### src/rtl/flagu_pkg.sv
package flagu_pkg;

  typedef enum logic [1:0] {
    CLS_ADD   = 2'b00,
    CLS_SUB   = 2'b01,
    CLS_LOGIC = 2'b10,
    CLS_NONE  = 2'b11
  } op_cls_t;

  typedef enum logic [1:0] {
    SZ_BYTE  = 2'b00,
    SZ_WORD  = 2'b01,
    SZ_DWORD = 2'b10,
    SZ_RSVD  = 2'b11
  } op_sz_t;

  localparam int FLAGS_W = 16;
  localparam int NCTL    = 3;

  localparam int FB_CF  = 0;
  localparam int FB_ONE = 1;
  localparam int FB_PF  = 2;
  localparam int FB_AF  = 4;
  localparam int FB_ZF  = 6;
  localparam int FB_SF  = 7;
  localparam int FB_TF  = 8;
  localparam int FB_IF  = 9;
  localparam int FB_DF  = 10;
  localparam int FB_OF  = 11;

  typedef struct packed {
    logic of;
    logic sf;
    logic zf;
    logic af;
    logic pf;
    logic cf;
  } stat_t;

endpackage

### src/rtl/flagu_width_sel.sv
module flagu_width_sel
  import flagu_pkg::*;
#(
  parameter int DATA_W = 32
) (
  input  op_sz_t              sz,
  input  logic [DATA_W-1:0]   a,
  input  logic [DATA_W-1:0]   b,
  input  logic [DATA_W-1:0]   r,
  output logic                a_msb,
  output logic                b_msb,
  output logic                r_msb,
  output logic                r_zero
);

  localparam int NLANE = $clog2(DATA_W / 8) + 1;
  localparam int SW    = (NLANE > 1) ? $clog2(NLANE) : 1;

  logic [NLANE-1:0] am;
  logic [NLANE-1:0] bm;
  logic [NLANE-1:0] rm;
  logic [NLANE-1:0] rz;
  logic [SW-1:0]    sel;

  for (genvar gi = 0; gi < NLANE; gi++) begin : g_lane
    localparam int LW = 8 << gi;
    assign am[gi] = a[LW-1];
    assign bm[gi] = b[LW-1];
    assign rm[gi] = r[LW-1];
    assign rz[gi] = ~|r[LW-1:0];
  end

  always_comb begin
    if (int'(sz) >= NLANE) sel = SW'(NLANE - 1);
    else                   sel = SW'(sz);
    a_msb  = am[sel];
    b_msb  = bm[sel];
    r_msb  = rm[sel];
    r_zero = rz[sel];
  end

endmodule

### src/rtl/flagu_status_calc.sv
module flagu_status_calc
  import flagu_pkg::*;
(
  input  op_cls_t    cls,
  input  logic       a_msb,
  input  logic       b_msb,
  input  logic       r_msb,
  input  logic       r_zero,
  input  logic       a4,
  input  logic       b4,
  input  logic       r4,
  input  logic [7:0] r_lo,
  input  logic       cy,
  output stat_t      nxt
);

  always_comb begin
    nxt    = '0;
    nxt.sf = r_msb;
    nxt.zf = r_zero;
    nxt.pf = ~^r_lo;
    unique case (cls)
      CLS_ADD: begin
        nxt.cf = cy;
        nxt.of = (a_msb == b_msb) && (r_msb != a_msb);
        nxt.af = a4 ^ b4 ^ r4;
      end
      CLS_SUB: begin
        nxt.cf = cy;
        nxt.of = (a_msb != b_msb) && (r_msb != a_msb);
        nxt.af = a4 ^ b4 ^ r4;
      end
      default: begin
        nxt.cf = 1'b0;
        nxt.of = 1'b0;
        nxt.af = 1'b0;
      end
    endcase
  end

endmodule

### src/rtl/flagu_ctl_reg.sv
module flagu_ctl_reg #(
  parameter int N = 3
) (
  input  logic         clk,
  input  logic         rst,
  input  logic [N-1:0] set_cmd,
  input  logic [N-1:0] clr_cmd,
  output logic [N-1:0] q
);

  always_ff @(posedge clk) begin
    if (rst) q <= '0;
    else     q <= (q | set_cmd) & ~clr_cmd;
  end

endmodule

### src/rtl/flag_unit.sv
module flag_unit
  import flagu_pkg::*;
#(
  parameter int DATA_W = 32
) (
  input  logic              clk,
  input  logic              rst,
  input  logic              op_valid,
  input  logic [1:0]        op_class,
  input  logic [1:0]        op_size,
  input  logic [DATA_W-1:0] opnd_a,
  input  logic [DATA_W-1:0] opnd_b,
  input  logic [DATA_W-1:0] result,
  input  logic              carry_out,
  input  logic [2:0]        ctl_set,
  input  logic [2:0]        ctl_clr,
  output logic [15:0]       flags
);

  op_cls_t        cls;
  logic           a_msb, b_msb, r_msb, r_zero;
  stat_t          stat_nxt;
  stat_t          stat_q;
  logic [NCTL-1:0] ctl_q;
  logic           upd;

  assign cls = op_cls_t'(op_class);
  assign upd = op_valid && (cls != CLS_NONE);

  flagu_width_sel #(.DATA_W(DATA_W)) u_wsel (
    .sz     (op_sz_t'(op_size)),
    .a      (opnd_a),
    .b      (opnd_b),
    .r      (result),
    .a_msb  (a_msb),
    .b_msb  (b_msb),
    .r_msb  (r_msb),
    .r_zero (r_zero)
  );

  flagu_status_calc u_calc (
    .cls    (cls),
    .a_msb  (a_msb),
    .b_msb  (b_msb),
    .r_msb  (r_msb),
    .r_zero (r_zero),
    .a4     (opnd_a[4]),
    .b4     (opnd_b[4]),
    .r4     (result[4]),
    .r_lo   (result[7:0]),
    .cy     (carry_out),
    .nxt    (stat_nxt)
  );

  flagu_ctl_reg #(.N(NCTL)) u_ctl (
    .clk     (clk),
    .rst     (rst),
    .set_cmd (ctl_set),
    .clr_cmd (ctl_clr),
    .q       (ctl_q)
  );

  always_ff @(posedge clk) begin
    if (rst)      stat_q <= '0;
    else if (upd) stat_q <= stat_nxt;
  end

  always_comb begin
    flags         = '0;
    flags[FB_ONE] = 1'b1;
    flags[FB_CF]  = stat_q.cf;
    flags[FB_PF]  = stat_q.pf;
    flags[FB_AF]  = stat_q.af;
    flags[FB_ZF]  = stat_q.zf;
    flags[FB_SF]  = stat_q.sf;
    flags[FB_OF]  = stat_q.of;
    flags[FB_TF]  = ctl_q[0];
    flags[FB_IF]  = ctl_q[1];
    flags[FB_DF]  = ctl_q[2];
  end

endmodule

### config.mk
export PLATFORM = sky130hd
export DESIGN_NAME = flag_unit
export DESIGN_NICKNAME = d
export VERILOG_FILES = /design/src/rtl/flagu_pkg.sv /design/src/rtl/flagu_width_sel.sv /design/src/rtl/flagu_status_calc.sv /design/src/rtl/flagu_ctl_reg.sv /design/src/rtl/flag_unit.sv
export SDC_FILE = /design/constraint.sdc
export NUM_CORES = 1
export LEC_CHECK = 0
export ABC_AREA = 1
export BUFFER_PORTS_ARGS = -buffer_cell sky130_fd_sc_hd__buf_2
export CORE_MARGIN = 2
export CORE_UTILIZATION = 29
export DETAILED_ROUTE_END_ITERATION = 7
export PLACE_DENSITY = 0.83
export SLEW_MARGIN = 20
export SYNTH_ARGS = -nofsm -noshare
export SYNTH_HDL_FRONTEND = slang
export SYNTH_SLANG_ARGS = --single-unit
### constraint.sdc
create_clock -name clk -period 1.9 [get_ports clk]
set_input_delay 0.19 -clock clk [delete_from_list [all_inputs] [get_ports clk]]
set_output_delay 0.19 -clock clk [all_outputs]
set_load 0.1 [all_outputs]
==> metrics.yaml <==
timing:
  fmax_mhz: 827
  final-max-slew-violation-count: 0
  setup_viol: 0
  whs_ns: 0.0865
  final-hold-violation-count: 0
  timing.final.crit_share: 0.637
  fin_ws_ns: 0.690
  rsz0062_at_grt: "false"
  fin_worst_skew_ns: 0
  fin_tns_setup_ns: 0
  fin_crit_ns: 1.21
yosys:
  yosysSeqAreaShare: 0.250
  yosys-top-cells-area: "dfxtp_1, nor2_1, nand2_1"
  yosys_warnings: 0
  ys_types: 24
  synth_most_common_cell: "nor2_1"
  syn_inst: 109
  synth_common_cells: "nor2_1, nand2_1, inv_1, dfxtp_1, buf_4"
  synth-seq-cells: 9
  synth_edf_count: 0
  synth_top_area_cell: "dfxtp_1"
  synth_area_um2: 721
  avgSynthCellArea_um2: 6.61
  synth.top_cell.area_share: 0.250
  async_flop_share: 0
  ys_dominant_reg_cell: "dfxtp_1"
routing:
  drc: 0
  wl_per_cell_um: 8.60
  dr.pass1.iters: 4
  drt-initial-drc-count: 5
  ant_nets: 0
  via_count: 857
  postRouteWirelength_mm: 1.74
  via_per_inst: 4.24
floorplan:
  dieArea_um2: 2900
  start_util: 0.299
  core_um2: 2410
  die_x_um: 53.9
  die_h_um: 53.9
  io_pins: 126
  row_count: 18
critical_path:
  critPathKind: "reg2out"
  path_max_fanout: 2
  slowest_delay_ns: 0.43
  end_kind: "primary output"
  path_buf_inv: 1
  startpoint: "flags[6]$_SDFFE_PP0P_"
  worstSetupStartpointType: "flop"
  path_cells: "buf_2"
  crit_required_ns: 1.71
  r2r_start: "flags[2]$_SDFFE_PP0P_"
  cpLargestDelayFamily: "buffers and inverters"
  crit_arrival_ns: 1.02
  cpMaxStageDelayCell: "buf_2"
place:
  io_buffers: 62
  place_congestion: 0.766
  dp.cells: 198
  dp_hpwl_mm: 1.57
  placed_area_um2: 1030
  pre_cts_ws_ns: 0.678
clock_tree:
  cts_resized: 0
  h-tree-depth: 1
  cts_inserted_buffers: 3
  cts.path.max_buffers: 2
  postCtsSetupBuffers: 0
  clk_pin_slew_ns: 0.06
  cts-root-buf: "clkbuf_4"
  cts_hold_buf: 0
  insertion_delay_ns: 0.25
  cts_tree: "yes"
  clock-sinks: 9
grt:
  grtUsageMet3: 0.0611
  grt_pass1_vias: 656
  grt_use_total: 0.122
  grt_busiest_layer: "met2"
  met2_usage: 0.179
  grt_max_degree: 9
  grt_pass1_wl_mm: 2.54
  grt_antenna_before_repair: 0
  grt.met1_usage: 0.158
  overflow: 0
finish:
  diodes: 0
  final_nets: 287
  utilization: 0.439
  final_area_um2: 1060
  finalNonFillerCells: 202
  area_growth_pct: 46.7
  drive_gt1_frac: 0.430
pwr:
  pwr-share-comb: 0.463
  powerDensity_nw_per_um2: 613
  pwr-share-seq: 0.317
  p_int_uw: 366
  clockPowerShare: 0.220
  ir_drop_mv: 0.448
  cellLeakagePower_nw: 0.619
  switching_share: 0.436
  finalPower_uw: 648
  switchingPower_uw: 282
status:
  outcome: "finished, final reports clean"
worst_hold_path:
  holdCritStartpoint: "ctl_clr[0]"
  holdCritPathClass: "in2reg"
job:
  max_cap_violations: 0
[state kept, by name, indices dropped and copies added, names as in the netlist]
register and cells:
flags 6, u_ctl.q 3
[layout by cell type, fill, tap and decap left out, types with 3 or more instances in the layout]
cell,instances
nand2_1,15
dfxtp_1,9
nand3_2,3
inv_1,13
buf_2,62
nand3_1,5
nor2_1,21
a21oi_1,4
nand4_1,5
nor3_1,3
clkbuf_4,3
conb_1,7
ha_1,4
o21ai_0,4
[final timing paths]
path	end	slack, ns	cells after the start
setup / recovery	flags[6]	0.69	1
hold / removal	u_ctl.q[0]$_SDFF_PP0_	0.09	2
setup reg to reg	flags[2]$_SDFFE_PP0P_	1.24	4
hold reg to reg	flags[4]$_SDFFE_PP0P_	0.47	2
[layer usage]
metal  part of all wire  vias to the layer above  wire, um
met5                  0                        -         0
met4                  0                        0         0
met3               0.14                        0       241
met2               0.42                       49       725
met1               0.44                      349       770
li1                   -                      459         -
[power groups by stage]
stage / registers, mW / logic [mW] / clock network (mW)
finish: 0.205 / 0.300 / 0.143
global route: 0.207 / 0.324 / 0.159
CTS: 0.205 / 0.303 / 0.147
detailed placement: 0.210 / 0.302 / 0
global placement: 0.209 / 0.299 / 0
floorplan: 0.292 / 0.149 / 0
[cell type report]
class,instances,area (um2)
Fill cell,257,1350
Multi-Input combinational cell,82,447
Timing Repair Buffer,62,310
Sequential cell,9,180
Inverter,15,56.3
Tap cell,30,37.5
Clock buffer,4,26.3
[cell families (layout without fill, tap and decap cells)]
logic type / Yosys count / in the layout / synth area share
xor gates and xnor gates: 4 / 4 / 0.0486
buffers and inverters: 23 / 81 / 0.156
other: 2 / 7 / 0.0104
AOI/OAI and AO/OA: 12 / 12 / 0.111
adders and majority gates: 4 / 4 / 0.0694
DFF: 9 / 9 / 0.250
and+or+nand+nor: 55 / 55 / 0.354
Power figures use the tool's default switching activity.
